$ cat config.mk
export PLATFORM = sky130hd
export DESIGN_NAME = pwm_dual_edge_timer
export DESIGN_NICKNAME = d
export VERILOG_FILES = /design/src/rtl/pwmdt_pkg.sv /design/src/rtl/pwmdt_ctrl.sv /design/src/rtl/pwmdt_dp.sv /design/src/rtl/pwm_dual_edge_timer.sv
export SDC_FILE = /design/constraint.sdc
export NUM_CORES = 1
export LEC_CHECK = 0
export BUFFER_PORTS_ARGS = -buffer_cell sky130_fd_sc_hd__buf_4
export CORE_MARGIN = 1
export CORE_UTILIZATION = 28
export CTS_CLUSTER_SIZE = 25
export DETAILED_ROUTE_END_ITERATION = 6
export PLACE_DENSITY = 0.59
export SLEW_MARGIN = 10
export SYNTH_ARGS = -nofsm -noshare
export SYNTH_HDL_FRONTEND = slang
export SYNTH_SLANG_ARGS = --single-unit
$ cat constraint.sdc
create_clock -name clk -period 5.55 [get_ports clk]
set_input_delay 0.555 -clock clk [delete_from_list [all_inputs] [get_ports clk]]
set_output_delay 0.555 -clock clk [all_outputs]
set_load 0.005 [all_outputs]
$ cat src/rtl/pwmdt_pkg.sv
package pwmdt_pkg;

  // Index of each sticky flag in the flag vector
  localparam int FLAG_PER  = 0;
  localparam int FLAG_FALL = 1;
  localparam int FLAG_RISE = 2;
  localparam int NUM_FLAGS = 3;

  // Strobes from control to datapath; the packed order matches the flag index
  typedef struct packed {
    logic rise;
    logic fall;
    logic per;
  } hitStrobes_t;

endpackage

$ cat src/rtl/pwmdt_ctrl.sv
module pwmdt_ctrl
  import pwmdt_pkg::*;
#(
  parameter int CNT_W = 16
) (
  input  logic             run,
  input  logic [CNT_W-1:0] cntQ,
  input  logic [CNT_W-1:0] perVal,
  input  logic [CNT_W-1:0] fallVal,
  input  logic [CNT_W-1:0] riseVal,
  output hitStrobes_t      strb
);

  logic fallReachable;
  logic riseReachable;

  // An edge value above the period can never be reached, so its edge is dropped
  always_comb begin
    fallReachable = (fallVal <= perVal);
    riseReachable = (riseVal <= perVal);
  end

  always_comb begin
    strb.per  = run && (cntQ == perVal);
    strb.fall = run && fallReachable && (cntQ == fallVal);
    strb.rise = run && riseReachable && (cntQ == riseVal);
  end

endmodule

$ cat src/rtl/pwmdt_dp.sv
module pwmdt_dp
  import pwmdt_pkg::*;
#(
  parameter int CNT_W = 16
) (
  input  logic                 clk,
  input  logic                 rst,
  input  logic                 run,
  input  logic                 idleLevel,
  input  hitStrobes_t          strb,
  input  logic [NUM_FLAGS-1:0] flagClr,
  output logic [CNT_W-1:0]     cntQ,
  output logic                 pwmQ,
  output logic [NUM_FLAGS-1:0] flagQ
);

  localparam logic [CNT_W-1:0] CNT_ZERO = '0;
  localparam logic [CNT_W-1:0] CNT_ONE  = CNT_W'(1);

  logic [NUM_FLAGS-1:0] hitVec;
  assign hitVec = strb;

  // Up-counter with wrap on the period match
  always_ff @(posedge clk) begin
    if (rst)           cntQ <= CNT_ZERO;
    else if (strb.per) cntQ <= CNT_ZERO;
    else if (run)      cntQ <= cntQ + CNT_ONE;
  end

  // Output level: the fall event takes priority over the rise event
  always_ff @(posedge clk) begin
    if (rst)            pwmQ <= idleLevel;
    else if (strb.fall) pwmQ <= idleLevel;
    else if (strb.rise) pwmQ <= ~idleLevel;
  end

  // Sticky flags: a new match wins over a clear in the same cycle
  for (genvar g = 0; g < NUM_FLAGS; g++) begin : g_flag
    always_ff @(posedge clk) begin
      if (rst)             flagQ[g] <= 1'b0;
      else if (hitVec[g])  flagQ[g] <= 1'b1;
      else if (flagClr[g]) flagQ[g] <= 1'b0;
    end
  end

  AST_CNT_WRAP: assert property (@(posedge clk) disable iff (rst)
    strb.per |=> (cntQ == CNT_ZERO));
  AST_CNT_STEP: assert property (@(posedge clk) disable iff (rst)
    (run && !strb.per) |=> (cntQ == CNT_W'($past(cntQ) + CNT_ONE)));
  AST_RISE_ACTIVE: assert property (@(posedge clk) disable iff (rst)
    (strb.rise && !strb.fall) |=> (pwmQ != $past(idleLevel)));
  AST_FALL_IDLE: assert property (@(posedge clk) disable iff (rst)
    strb.fall |=> (pwmQ == $past(idleLevel)));
  AST_FLAG_STICKY: assert property (@(posedge clk) disable iff (rst)
    (flagQ[FLAG_PER] && !flagClr[FLAG_PER]) |=> flagQ[FLAG_PER]);
  AST_MATCH_WINS: assert property (@(posedge clk) disable iff (rst)
    strb.per |=> flagQ[FLAG_PER]);
  AST_HOLD_STOPPED: assert property (@(posedge clk) disable iff (rst)
    !run |=> ($stable(cntQ) && $stable(pwmQ)));

endmodule

$ cat src/rtl/pwm_dual_edge_timer.sv
module pwm_dual_edge_timer
  import pwmdt_pkg::*;
#(
  parameter int CNT_W = 16
) (
  input  logic                 clk,
  input  logic                 rst,
  input  logic                 run,
  input  logic [CNT_W-1:0]     perVal,
  input  logic [CNT_W-1:0]     fallVal,
  input  logic [CNT_W-1:0]     riseVal,
  input  logic                 idleLevel,
  input  logic [NUM_FLAGS-1:0] flagClr,
  output logic                 pwmOut,
  output logic [NUM_FLAGS-1:0] matchFlags
);

  hitStrobes_t      strb;
  logic [CNT_W-1:0] cntQ;

  pwmdt_ctrl #(.CNT_W(CNT_W)) u_ctrl (
    .run     (run),
    .cntQ    (cntQ),
    .perVal  (perVal),
    .fallVal (fallVal),
    .riseVal (riseVal),
    .strb    (strb)
  );

  pwmdt_dp #(.CNT_W(CNT_W)) u_dp (
    .clk       (clk),
    .rst       (rst),
    .run       (run),
    .idleLevel (idleLevel),
    .strb      (strb),
    .flagClr   (flagClr),
    .cntQ      (cntQ),
    .pwmQ      (pwmOut),
    .flagQ     (matchFlags)
  );

endmodule

Yosys cells after proc, flatten, opt, wreduce, memory -nomap -nowiden
Cells that the tools add are included. W data, S select, Z words.

Register bits after elaboration: 20. Input port bits: 55. Output and inout bits: 4. Logic and storage cells: 31.

Add/sub/neg operators: 1. Magnitude comparators: 2. Equality and inequality tests: 3. Multiplexer cells: 9. Bitwise gates (word level): 1. Reduce and logical (&&, ||, !) cells: 10.

Operators by type and width (number): $eq A16 B16 Y1 (3); $le A16 B16 Y1 (2); $add A16 B1 Y16 const B (1); $mux W1 (9); $reduce_bool A2 Y1 (3); $logic_and A1 B1 Y1 (5); $reduce_bool A3 Y1 (1); $reduce_or A2 Y1 (1); $not A1 Y1 (1).

Longest topological paths before layout
Depth after elaboration: 6. Depth in mapped cells: 9. Depth with buffers taken out: 8.

Cells and area by module
From an unflattened synthesis, not the netlist that was laid out.

Cell total of the unflattened synthesis: 267. Area, all modules: 2199.6 µm².

By module, submodules not included: pwmdt_ctrl (instances 1, cells each 166, area each 1275.0 µm², seq. area each 0.0 µm²); pwmdt_dp (instances 1, cells each 101, area each 924.6 µm², seq. area each 410.4 µm²).

Least setup slack after synthesis
Ideal clock, no wire load.

Path kind: input to register. Start: input perVal[1]. End: register u_dp.pwmQ (enable). Setup time: 0.304 ns. Data arrival time: 1.906 ns. Data required time: 5.246 ns. Slack: 3.340 ns. Cell stages on the path: 8. Buffers on the path: 0. Cell sequence: inv_1 ha_1 nor2b_1 o211ai_1 a21oi_1 o31a_1 o41a_1 o21bai_1.

Longest elaborated chain between the ends: 4. Elaborated cells on any way between the ends: 7. Classes of those cells: order compare: 2; reduce/logical: 5.

RTL lines: start: declaration (RTL line pwm_dual_edge_timer.sv:9) `input logic [CNT_W-1:0] perVal,`; $le A16 B16 Y1 (on tied branches) (RTL line pwmdt_ctrl.sv:19, pwmdt_ctrl.sv:20); $logic_and A1 B1 Y1 (on tied branches) (2 in a row) (RTL line pwmdt_ctrl.sv:25, pwmdt_ctrl.sv:26); $reduce_bool A3 Y1 (no line) *; end signal: assignment (RTL line pwmdt_dp.sv:32) `if (rst) pwmQ <= idleLevel;`; end signal: assignment (RTL line pwmdt_dp.sv:33) `else if (strb.fall) pwmQ <= idleLevel;`; end signal: assignment (RTL line pwmdt_dp.sv:34) `else if (strb.rise) pwmQ <= ~idleLevel;`; end: declaration (RTL line pwmdt_dp.sv:13) `output logic pwmQ,`.

Mark *: on every way between the ends. The rest lies on a longest branch, timed or not. A chain may end at the register's enable or synchronous reset.

Worst setup path after layout
Start: register u_dp.cntQ[8]. End: register u_dp.cntQ[12].

Longest elaborated chain between the ends: 3. Elaborated cells on any way between the ends: 4. Classes of those cells: add/sub: 1; eq/ne: 1; reduce/logical: 2.

RTL lines: start: declaration (RTL line pwmdt_dp.sv:12) `output logic [CNT_W-1:0] cntQ,`; start signal: assignment (RTL line pwmdt_dp.sv:27) `else if (run) cntQ <= cntQ + CNT_ONE;`; branches (longest 3 deep; another with $add A16 B1 Y16).

Several ways; the timed one is not identified.

==> results by group <==
Die
  • Die span in y: 91.9 um
  • Row cnt: 32
  • Total die area: 0.00845 mm^2
  • Total I/O pin count: 59
  • Die outline width: 91.9 um
  • Initial Utilization: 29.2%
  • Core ar.: 0.00777 mm^2

Clocking
  • Maximum count of clock buffers along a single path: 2
  • CTS root buf: clkbuf_8
  • CTS tree: done
  • H-tree depth reported by CTS: 1
  • TritonCTS Buffers: 3
  • Clock insertion delay at the later pin of the skew report: 0.27 ns
  • Hold-fix buffers at CTS: 0
  • Clock sink count: 20
  • Clock slew seen by the registers of the worst setup and hold paths: 0.09 ns
  • Resized cells post-CTS: 0
  • Post-CTS setup repair buffer count: 0

Critical path
  • Critical path's slowest cell: dfxtp_1
  • Critical path class: reg -> reg
  • Largest incremental delay on the critical path: 0.53 ns
  • Data required time of the critical path: 5.68 ns
  • Critical Path Sink Type: register
  • Worst path cell trace: xnor2_1 -> nand4_1 -> nor4_1 -> and3_1 -> or2_1 -> nor2_1
  • Worst-path fanout max: 16
  • Count of buffering cells on the critical path with inverters included: 0
  • Nature of the critical path startpoint: register
  • Worst Path Arrival: 2.34 ns
  • Cell type group with the largest total delay on the critical path: simple AND/OR/NAND/NOR gates

Global route
  • Total global routing overflow: 0
  • Met3 layer usage reported by global route: 2.90%
  • Number of antenna violations at the first check in global routing: 0
  • GR Util met1: 20.2%
  • Busiest layer in global routing: met2
  • Gr usage total: 15.1%
  • Global routing met2 resource utilization: 25.8%
  • Maximum number of pins on one net before global-route repair: 17
  • Number of global-route vias before repair: 1960
  • First-pass GRT wire length: 9.78 mm

Synth
  • Synthesis-stage register bit count: 20
  • Share of synthesized area occupied by flip-flops and latches: 18.1%
  • Average footprint of a synthesized cell: 8.36 um^2
  • Number of warnings reported in the yosys synthesis log: 0
  • Synthesized netlist net count: 359
  • Fraction of post-synthesis cell area in the top cell type by area: 18.2%
  • Post-Syn Area: 0.00226 mm^2
  • Library cell with the largest summed area after synthesis: ha_1
  • Distinct cells, synth: 37
  • Number of instances in the synthesized netlist: 271
  • Top post-synthesis cells by area: ha_1 18%, xnor2_1 17%, dfxtp_1 17%

Timing
  • Slew margin rel.: 56.7%
  • FMAX: 452 MHz
  • Clock period minus worst slack: 2.21 ns
  • Actual transition at the worst max-transition pin: 0.650 ns
  • Final Max Slew Viols: 0
  • Worst-case clock skew: 0.00360 ns
  • Number of hold-slack violations in the final timing report: 0
  • Final critical-path share of the clock period: 39.9%
  • Setup repair after global routing missed its margin: no
  • Final total negative setup slack: 0 ns
  • Smallest setup slack after layout: 3.34 ns
  • Setup Viol. Count Final: 0

Power and ir drop
  • Leakage power figure: 0.00116 uW
  • Worst vdd ir: 68.6 uV
  • Power density over the cells: 152 mW/mm^2

Route
  • Aggregate routed wire length: 6.06 mm
  • Number of design-rule violations left by the first detailed-router iteration: 46
  • Vias per std cell: 4.67
  • Total vias in the final route: 1949
  • 1st-pass router iterations: 4
  • Antenna Violating Nets Remaining: 0
  • # DRC: 0
  • Routed WL per cell: 14.5 um

Outcome
  • Run status: finished, final reports clean

Place
  • Placed insts: 413
  • Setup WS pre-CTS: 3.11 ns
  • Last weighted congestion value of the routability-driven placer: 0.936
  • HPWL reported at the end of detailed placement: 5.33 mm
  • Port Buffers: 58

Worst hold path
  • Worst min-delay path category: in -> reg

Cells and area
  • Number of inserted diodes: 0
  • Combined area of the multi-input logic cells: 0.00161 mm^2
  • Area growth, synth to finish: 20.1%
  • Layout cells sized above 1: 20.0%
  • Fill cells: 846
  • Storage cell area: 410 um^2
  • Post-layout net count: 404
  • Number of standard cells in the final layout excluding fillers: 417

Flow run
  • Max-cap check violation count: 0
## cell type report
type                            instances  share of cell area (%)
Tap cell                              102                    4.69
Inverter                               19                    2.62
Clock buffer                            4                    2.44
Timing Repair Buffer                   58                    16.0
Sequential cell                        20                    15.1
Multi-Input combinational cell        214                    59.2
## worst reg2reg max path: cells and delay by family (launching register included)
kind,cells,cell delay (ns)
XOR/XNOR,1,0.16
flip-flops,1,0.53
AND/OR/NAND/NOR,5,1.39
## flip-flops by register name, indices dropped and copies added (netlist names)
| register | flops |
|---|---|
| u_dp.cntQ | 16 |
| u_dp.flagQ | 3 |
| u_dp.pwmQ | 1 |
## report_power, final
part	leakage, uW	total [uW]	internal [uW]	switching [uW]
clock network	0.0000339	134	78.3	56.1
logic	0.000966	127	66.2	60.8
registers	0.000163	151	147	3.60
## per-layer routing
layer / up-vias / wire length (um)
met5: - / 0
met4: 0 / 12
met3: 2 / 385
met2: 55 / 2810
met1: 875 / 2860
li1: 1017 / -
## metrics by stage
step                total power (uW)  instance area, um^2  hold WS (ns)  utilization (%)
floorplan                        226                 2260         0.478                -
global placement                 280                 2650         0.471             34.2
detailed placement               282                 2650         0.486             34.2
CTS                              417                 2720         0.463             35.0
global route                     440                 2720         0.465             35.0
finish                           412                 2720         0.468             35.0
## final timing paths
path | slack (ns) | endpoint | depth (start not counted) | from
max | 3.34 | u_dp.cntQ[12]$_SDFFE_PP0P_ | 6 | u_dp.cntQ[8]$_SDFFE_PP0P_
min | 0.47 | u_dp.flagQ[2]$_SDFFE_PP0P_ | 2 | flagClr[2]
max reg2reg | 3.34 | u_dp.cntQ[12]$_SDFFE_PP0P_ | 6 | u_dp.cntQ[8]$_SDFFE_PP0P_
min reg2reg | 0.50 | u_dp.flagQ[0]$_SDFFE_PP0P_ | 2 | u_dp.flagQ[0]$_SDFFE_PP0P_
## cell families after synthesis
kind of cell,share of synthesized area [%]
xor gates and xnor gates,24.8
buffers and inverters,10.8
adders and majority gates,18.2
DFF,18.1
AOI/OAI and AO/OA,8.90
and+or+nand+nor,18.7
muxes,0.442
## cells in the final DEF, fill, tap and decap left out, drive strengths merged, types with 2 or more instances in the layout
cell type	instances
buf	58
xnor2	45
ha	33
nor2	25
inv	19
xor2	19
dfxtp	19
nand4	18
a21oi	15
nand2	13
nand3	12
and3	5
nor4	4
clkbuf	4
a21boi	2
nor2b	2
o211ai	2
nor3	2
o21ai	2
nand2b	2
o32ai	2
## synth_stat cells
master	n
a22oi_1	1
mux2i_1	1
o21ai_0	2
a21o_1	1
o32ai_1	2
nor2b_1	2
buf_6	8
nor4_1	4
nor2_1	24
nand2_1	13
xor2_1	19
a31oi_1	1
edfxtp_1	1
buf_2	3
a21oi_1	15
o41a_1	1
nand4_1	18
dfxtp_1	19
nor3_1	2
a21boi_0	2
inv_1	19
or2_1	1
o211ai_1	2
xnor2_1	45
and4_1	1
nand3_1	12
o21bai_1	1
nand2b_1	2
ha_1	33
clkbuf_8	3
a2111o_1	1
and3_1	5
clkbuf_2	1
buf_4	3
nor2_2	1
a311oi_1	1
o31a_1	1
(Power assumes the default switching activity.)
